===== config.mk =====
export PLATFORM = sky130hd
export DESIGN_NAME = sa_thresh_alloc
export DESIGN_NICKNAME = d
export VERILOG_FILES = /design/src/rtl/sa_pkg.sv /design/src/rtl/sa_occ_counter.sv /design/src/rtl/sa_free_track.sv /design/src/rtl/sa_rr_arb.sv /design/src/rtl/sa_thresh_alloc.sv
export SDC_FILE = /design/constraint.sdc
export NUM_CORES = 1
export LEC_CHECK = 0
export CAP_MARGIN = 5
export CELL_PAD_IN_SITES_DETAIL_PLACEMENT = 1
export CELL_PAD_IN_SITES_GLOBAL_PLACEMENT = 2
export CORE_MARGIN = 2
export CORE_UTILIZATION = 23
export DETAILED_ROUTE_END_ITERATION = 10
export GPL_TIMING_DRIVEN = 0
export PLACE_DENSITY = 0.92
export REMOVE_ABC_BUFFERS = 1
export SYNTH_ARGS = -nofsm -noshare
export SYNTH_HDL_FRONTEND = slang
export SYNTH_SLANG_ARGS = --single-unit

===== constraint.sdc =====
create_clock -name clk -period 4.8 [get_ports clk]
set_input_delay 0.72 -clock clk [delete_from_list [all_inputs] [get_ports clk]]
set_output_delay 0.72 -clock clk [all_outputs]
set_load 0.005 [all_outputs]

===== src/rtl/sa_pkg.sv =====
package sa_pkg;
  localparam int NTHR = 2;
  typedef logic tid_t;
endpackage


===== src/rtl/sa_occ_counter.sv =====
module sa_occ_counter #(
  parameter int CW = 4
) (
  input  logic          clk,
  input  logic          rst_n,
  input  logic          inc,
  input  logic          dec,
  output logic [CW-1:0] cnt
);
  logic [CW-1:0] cnt_q;

  always_ff @(posedge clk) begin
    if (!rst_n)          cnt_q <= '0;
    else if (inc && !dec) cnt_q <= cnt_q + CW'(1);
    else if (dec && !inc) cnt_q <= cnt_q - CW'(1);
  end

  assign cnt = cnt_q;
endmodule


===== src/rtl/sa_free_track.sv =====
module sa_free_track import sa_pkg::*; #(
  parameter int ENTRIES = 8,
  parameter int IW      = 3
) (
  input  logic               clk,
  input  logic               rst_n,
  input  logic               set_en,
  input  logic [IW-1:0]      set_idx,
  input  tid_t               set_tid,
  input  logic               clr_en,
  input  logic [IW-1:0]      clr_idx,
  output logic [ENTRIES-1:0] busy,
  output logic [ENTRIES-1:0] owner,
  output logic               free_any,
  output logic [IW-1:0]      free_idx,
  output logic               clr_hit,
  output tid_t               clr_tid
);
  logic [ENTRIES-1:0] busy_q, owner_q;
  logic               clr_in_rng;

  // lowest free entry wins
  always_comb begin
    free_any = 1'b0;
    free_idx = '0;
    for (int i = ENTRIES - 1; i >= 0; i--) begin
      if (!busy_q[i]) begin
        free_any = 1'b1;
        free_idx = IW'(i);
      end
    end
  end

  assign clr_in_rng = int'(clr_idx) < ENTRIES;
  assign clr_hit    = clr_en && clr_in_rng && busy_q[clr_idx];
  assign clr_tid    = owner_q[clr_idx];

  always_ff @(posedge clk) begin
    if (!rst_n) begin
      busy_q  <= '0;
      owner_q <= '0;
    end else begin
      for (int e = 0; e < ENTRIES; e++) begin
        if (set_en && set_idx == IW'(e)) begin
          busy_q[e]  <= 1'b1;
          owner_q[e] <= set_tid;
        end else if (clr_hit && clr_idx == IW'(e)) begin
          busy_q[e] <= 1'b0;
        end
      end
    end
  end

  assign busy  = busy_q;
  assign owner = owner_q;
endmodule


===== src/rtl/sa_rr_arb.sv =====
module sa_rr_arb (
  input  logic       clk,
  input  logic       rst_n,
  input  logic [1:0] req,
  output logic [1:0] gnt
);
  logic pref_q;  // thread preferred on a tie

  always_comb begin
    if (req == 2'b11) gnt = pref_q ? 2'b10 : 2'b01;
    else              gnt = req;
  end

  always_ff @(posedge clk) begin
    if (!rst_n)    pref_q <= 1'b0;
    else if (|gnt) pref_q <= gnt[0];
  end
endmodule


===== src/rtl/sa_thresh_alloc.sv =====
module sa_thresh_alloc import sa_pkg::*; #(
  parameter  int ENTRIES = 8,
  parameter  int DATA_W  = 16,
  localparam int CW      = $clog2(ENTRIES + 1),
  localparam int IW      = (ENTRIES > 1) ? $clog2(ENTRIES) : 1
) (
  input  logic                   clk,
  input  logic                   rst_n,
  input  logic [NTHR-1:0]        in_valid,
  output logic [NTHR-1:0]        in_ready,
  input  logic [NTHR*DATA_W-1:0] in_data,
  input  logic [NTHR*CW-1:0]     thr_lim,
  input  logic                   rel_valid,
  input  logic [IW-1:0]          rel_idx,
  output logic                   alloc_valid,
  output logic                   alloc_tid,
  output logic [IW-1:0]          alloc_idx,
  output logic [DATA_W-1:0]      alloc_data,
  output logic [NTHR*CW-1:0]     occ,
  output logic [ENTRIES-1:0]     busy_vec,
  output logic [ENTRIES-1:0]     owner_vec
);
  logic            free_any;
  logic [IW-1:0]   free_idx;
  logic            clr_hit;
  tid_t            clr_tid;
  logic [NTHR-1:0] elig, gnt;

  sa_free_track #(.ENTRIES(ENTRIES), .IW(IW)) u_free (
    .clk      (clk),
    .rst_n    (rst_n),
    .set_en   (alloc_valid),
    .set_idx  (free_idx),
    .set_tid  (alloc_tid),
    .clr_en   (rel_valid),
    .clr_idx  (rel_idx),
    .busy     (busy_vec),
    .owner    (owner_vec),
    .free_any (free_any),
    .free_idx (free_idx),
    .clr_hit  (clr_hit),
    .clr_tid  (clr_tid)
  );

  for (genvar t = 0; t < NTHR; t++) begin : g_thr
    logic [CW-1:0] cap, cnt;
    assign cap = (thr_lim[t*CW +: CW] > CW'(ENTRIES)) ? CW'(ENTRIES) : thr_lim[t*CW +: CW];
    assign elig[t] = in_valid[t] && free_any && (cnt < cap);

    sa_occ_counter #(.CW(CW)) u_cnt (
      .clk   (clk),
      .rst_n (rst_n),
      .inc   (gnt[t]),
      .dec   (clr_hit && (clr_tid == tid_t'(t))),
      .cnt   (cnt)
    );
    assign occ[t*CW +: CW] = cnt;
  end

  sa_rr_arb u_arb (
    .clk   (clk),
    .rst_n (rst_n),
    .req   (elig),
    .gnt   (gnt)
  );

  assign in_ready    = gnt;
  assign alloc_valid = |gnt;
  assign alloc_tid   = gnt[1];
  assign alloc_idx   = free_idx;
  assign alloc_data  = gnt[1] ? in_data[DATA_W +: DATA_W] : in_data[0 +: DATA_W];
endmodule


== Word level (Yosys, flattened, before mapping) ==
Index checks and enable logic that the tools add are counted.
Word-level totals
  bits in registers: 25
  input bits: 48
  output and inout bits: 47
  logic and storage cells: 133
Operators by class
  add/subtract/negate cells: 4
  $lt $le $gt $ge: 5
  equality and inequality tests: 15
  mux-type cells: 45
  bitwise gates (word level): 1
  reduce and logical (&&, ||, !) cells: 44
Operators with widths (number)
  logical AND 1 bit: 27
  two-way mux 1 bit: 26
  equality test 3 bit, second input constant: 8
  two-way mux 3 bit: 8
  two-way mux 4 bit: 6
  nonzero test 2 bit: 10
  two-way mux 16 bit: 1
  equality test 3 x 2 -> 1 bit, second input constant: 4
  adder 4 x 1 -> 4 bit, second input constant: 2
  greater-than comparator 4 bit, second input constant: 2
  less-than comparator 4 bit: 2
  subtractor 4 x 1 -> 4 bit, second input constant: 2
  binary-select mux 1 bit (select 3 bit): 2
  equality test 3 x 1 -> 1 bit, second input constant: 2
  zero test 3 bit: 2
  zero test 1 bit: 4
  less-than comparator 3 x 4 -> 1 bit, second input constant: 1
  two-way mux 2 bit: 2
  equality test 2 bit, second input constant: 1
  OR reduction 2 bit: 1
  inverter 1 bit: 1

== Longest topological paths before layout ==
  depth in word-level cells: 16
  gate-level depth with buffers: 17
  depth with buffers taken out: 15

== By module ==
Synthesis repeated with hierarchy kept, for this count alone.
Unflattened totals
  cells, all modules: 198
  area, all modules: 1913.1 sq um
By module, submodules not included
  sa_free_track: instances 1, cells an instance 94, area each 897.1 sq um, sequential area each 320.3 sq um
  sa_occ_counter: instances 2, cells an instance 27, area each 276.5 sq um, sequential area each 80.1 sq um
  sa_thresh_alloc: instances 1, cells an instance 44, area each 414.1 sq um, sequential area each 0.0 sq um
  sa_rr_arb: instances 1, cells an instance 6, area each 48.8 sq um, sequential area each 20.0 sq um

== Least setup slack after synthesis ==
OpenSTA, ideal clock, no wires.
  path kind: input-to-reg
  from: in thr_lim[3]
  to: reg g_thr[1].u_cnt.cnt_q[3]
  setup time: 76 ps
  arrival time: 3590 ps
  required time: 4724 ps
  path slack: 1135 ps
  stages: 17
  buffers on the path: 2
  cells stage by stage: inv_1 -> nand2_1 -> ha_1 -> a21oi_2 -> o22ai_2 -> or3_4 -> o21a_1 -> buf_6 -> buf_12 -> ha_1 -> inv_1 -> ha_1 -> a21o_1 -> a21oi_1 -> xnor2_1 -> or3_1 -> a21boi_0
Between the ends
  longest elaborated chain between the ends: 9
  elaborated cells between the ends (all ways): 11
  classes of those cells: order compare: 2; eq/ne: 1; mux: 3; reduce/logical: 5
Ends and longest elaborated chain
  start, declared: RTL line sa_thresh_alloc.sv:12  | input logic [NTHR*CW-1:0] thr_lim,
  greater-than comparator 4 bit: RTL line sa_thresh_alloc.sv:47  | assign cap = (thr_lim[t*CW +: CW] > CW'(ENTRIES)) ? CW'(ENTRIES) : thr_lim[t*CW +: CW];
  two-way mux 4 bit *: RTL line sa_thresh_alloc.sv:47
  less-than comparator 4 bit *: RTL line sa_thresh_alloc.sv:48  | assign elig[t] = in_valid[t] && free_any && (cnt < cap);
  logical AND 1 bit *: RTL line sa_thresh_alloc.sv:48
  equality test 2 bit *: RTL line sa_rr_arb.sv:10  | if (req == 2'b11) gnt = pref_q ? 2'b10 : 2'b01;
  two-way mux 2 bit *: RTL line sa_rr_arb.sv:10
  named net alloc_tid: RTL line sa_thresh_alloc.sv:16  | output logic alloc_tid,
  zero test 1 bit: RTL line sa_occ_counter.sv:15  | else if (dec && !inc) cnt_q <= cnt_q - CW'(1);
  logical AND 1 bit: RTL line sa_occ_counter.sv:15
  nonzero test 2 bit (no line)
  end signal, assigned: RTL line sa_occ_counter.sv:14  | else if (inc && !dec) cnt_q <= cnt_q + CW'(1);
  end signal, assigned: RTL line sa_occ_counter.sv:15
  end, declared: RTL line sa_occ_counter.sv:10  | logic [CW-1:0] cnt_q;
Mark *: on every way through the listed nets, which the timed path passes. The rest lies on a longest branch.
A chain may end at the register's enable or synchronous reset.

== Worst setup path after layout ==
  from: in thr_lim[7]
  to: out alloc_data[0]
Between the ends
  longest elaborated chain between the ends: 7
Ends and longest elaborated chain
  greater-than comparator 4 bit: RTL line sa_thresh_alloc.sv:47
  two-way mux 4 bit *: RTL line sa_thresh_alloc.sv:47
  less-than comparator 4 bit *: RTL line sa_thresh_alloc.sv:48
  logical AND 1 bit *: RTL line sa_thresh_alloc.sv:48
  equality test 2 bit: RTL line sa_rr_arb.sv:10
  two-way mux 2 bit *: RTL line sa_rr_arb.sv:10
  two-way mux 16 bit *: RTL line sa_thresh_alloc.sv:71  | assign alloc_data = gnt[1] ? in_data[DATA_W +: DATA_W] : in_data[0 +: DATA_W];
  end, declared: RTL line sa_thresh_alloc.sv:18  | output logic [DATA_W-1:0] alloc_data,
Mark *: on every way between the ends. The rest lies on a longest branch, timed or not.

==> impl_metrics.yaml <==
yosys:
  synthesis.area_sq_um: 1870
  ys_seq_area_share_pct: 26.7
  synth_top_cell_by_area: "dfxtp_1"
  yosysMostFrequentCell: "dfxtp_1"
  yosys.area.top_type_share_pct: 26.7
  synth-seq-cells: 25
  synthTopCellsByCount: "dfxtp_1, nand2_1, o21ai_0"
  synth_cell_type_count: 39
  synth-main-ff-cell: "dfxtp_1"
  async_flop_share_pct: 0
  syn_inst: 195
  synth_edf_count: 0
  ys_top_cells_by_area: "dfxtp_1, ha_1, mux2_4"
  ys_warn_count: 0
  syn_avg_cell_area_sq_um: 9.60
critical_path:
  crit_path_top_delay_cell: "o21a_2"
  cp_max_fo: 19
  critical-path-max-stage-delay_ns: 0.52
  critPathArrivalTime_ns: 3.55
  path_delay_family: "buffers and inverters"
  critPathBufInv: 3
  path_common_cell: "clkdlybuf4s50_1"
  critPathCaptureType: "output pin"
  start_kind: "input port"
  crit_required_ns: 4.08
  crit_type: "in -> out"
  crit_chain: "clkdlybuf4s50_1 -> inv_1 -> nand2_1 -> ha_1 -> a21oi_1 -> o22ai_1 -> nor2_1 -> o21a_2 -> mux2_2 -> clkdlybuf4s50_1"
finish:
  drive_above_1_share_pct: 10.9
  stdcell_count: 386
  antennaDiodeCount: 0
  nets: 347
  area.growth.synth_to_final_pct: 56.1
run_status:
  status: "finished, final reports clean"
sta:
  tns_ns: 0
  hold_violations: 0
  finalCriticalPeriod_ns: 4.27
  timing.fmax_mhz: 234
  relSlewSlack_pct: 47.0
  finClkSkew_ns: 0.00250
  drv_slew: 0
  rsz0062_at_grt: "no"
  tightest_slew_ns: 0.792
  min_period_over_period_pct: 89.0
  setup_viol: 0
power_and_ir_drop:
  pwr-share-comb_pct: 57.5
  swShare_pct: 35.2
  p_int_uw: 635
  clockPowerShare_pct: 12.9
  p_seq_share_pct: 29.6
  p_switching_uw: 345
  p_leak_nw: 1.16
  power.density_nw_per_um2: 336
  ir_worst_vdd_v: 0.000147
clock_tree:
  path_clk_slew_ns: 0.08
  clock-sinks: 25
  clock_tree.buffer_depth: 2
  postCtsHoldBufs: 0
  clock-root-buffer: "clkbuf_8"
  clk_latency_ns: 0.27
  htreeDepth: 1
  cts_tree: "yes"
  cts_buffers: 3
detailed_routing:
  wl_met2_um: 3050
  route.detailed.wl_per_inst_um: 15.5
  first_iter_violations: 74
  drt-total-wl_um: 5970
  highest_layer: "met4"
  dr.pass1.iters: 4
  route.detailed.drc: 0
  ant_nets: 0
  wl_met1_um: 2630
  num_vias: 1776
  detail_route.vias_per_cell: 4.60
  wl_met3_um: 241
die:
  ioPinCount: 95
  die_x_um: 94.2
  dieArea_sq_um: 8880
  core-area_sq_um: 7810
  initial_core_util_pct: 24.0
  num_rows: 32
  die_y_um: 94.2
grt:
  grt_pass1_vias: 1863
  antenna_found_initial: 0
  grt_max_degree: 27
  grt_pass1_wl_um: 9370
  grt_overflow: 0
  grt_use_total_pct: 13.4
placed_design:
  place.port_buffers: 94
  dp_hpwl_um: 4940
  dp_cells: 382
  gp_congestion: 0.770
flow_run:
  drv_cap: 0
hold_path:
  hp-class: "reg -> reg"
==> state kept, by name, summed over array words and instances, names as in the netlist <==
name / flops
g_thr.u_cnt.cnt: 8
u_arb.pref_q: 1
u_free.busy: 8
u_free.owner: 8
==> cells in the final DEF (no fill, tap or decap), types with 6 or more instances in the layout <==
cell type | Yosys | final
xnor2_1 | 6 | 6
dfxtp_1 | 25 | 25
inv_1 | 11 | 11
clkdlybuf4s50_1 | 0 | 94
nand2b_1 | 6 | 6
nand2_1 | 20 | 20
mux2_4 | 9 | 9
mux2i_1 | 12 | 12
mux2_2 | 7 | 7
a21boi_0 | 10 | 10
o21ai_0 | 14 | 14
nand4_1 | 6 | 6
ha_1 | 12 | 12
==> cell type report <==
type                            count  area (sq um)
Tap cell                          102           128
Fill cell                         897          4890
Timing Repair Buffer               94           941
Sequential cell                    25           500
Inverter                           11          41.3
Multi-Input combinational cell    150          1270
Clock buffer                        4          45.0
==> worst paths after layout <==
| check | start | to | slack [ns] | depth (start not counted) |
|---|---|---|---|---|
| max | thr_lim[7] | alloc_data[0] | 0.53 | 10 |
| min | u_free.owner[6] | u_free.owner[6] | 0.48 | 2 |
| max reg2reg | g_thr[0].u_cnt.cnt[2] | g_thr[1].u_cnt.cnt[3] | 1.34 | 13 |
| min reg2reg | u_free.owner[6] | u_free.owner[6] | 0.48 | 2 |
==> repair_timing <==
action                     CTS  global route
gates resized for setup      0             1
buffers inserted             0             0
setup endpoints to repair    0             4
==> cells by family after synthesis <==
family          synth area share (%)
compound gates                  15.4
simple gates                    16.5
xor+xnor                        2.81
buf+inv                         5.68
fa+ha+maj                       10.2
mux                             22.7
flops                           26.7
==> power groups by stage <==
stage	Sequential, mW	Combinational [mW]	Clock (mW)
2_1_floorplan	0.286	0.308	0
3_3_place_gp	0.294	0.550	0
3_5_place_dp	0.296	0.569	0
4_1_cts	0.292	0.573	0.134
5_1_grt	0.301	0.618	0.141
6_report	0.290	0.564	0.126
==> routing by layer <==
metal | GRT usage (%) | vias up
li1 | - | 882
met1 | 17.3 | 847
met2 | 23.1 | 42
met3 | 2.65 | 5
met4 | 2.90 | 0
met5 | 0 | -
==> per-stage QoR <==
stage	utilization [%]	setup WS [ns]	hold WS (ns)	area [sq um]	power [mW]
6_report	37.4	0.529	0.478	2920	0.980
5_1_grt	37.4	0.317	0.514	2920	1.06
4_1_cts	37.4	0.164	0.486	2920	0.999
3_5_place_dp	36.8	0.0707	0.473	2880	0.865
3_3_place_gp	36.8	0.201	0.463	2880	0.844
2_1_floorplan	-	0.984	0.465	1810	0.594
==> worst min-delay path, delay by kind of cell (launching register included) <==
| family | cells | cell delay (ns) |
|---|---|---|
| flops | 1 | 0.33 |
| mux | 1 | 0.05 |
| simple gates | 1 | 0.05 |
(Power assumes the default switching activity.)
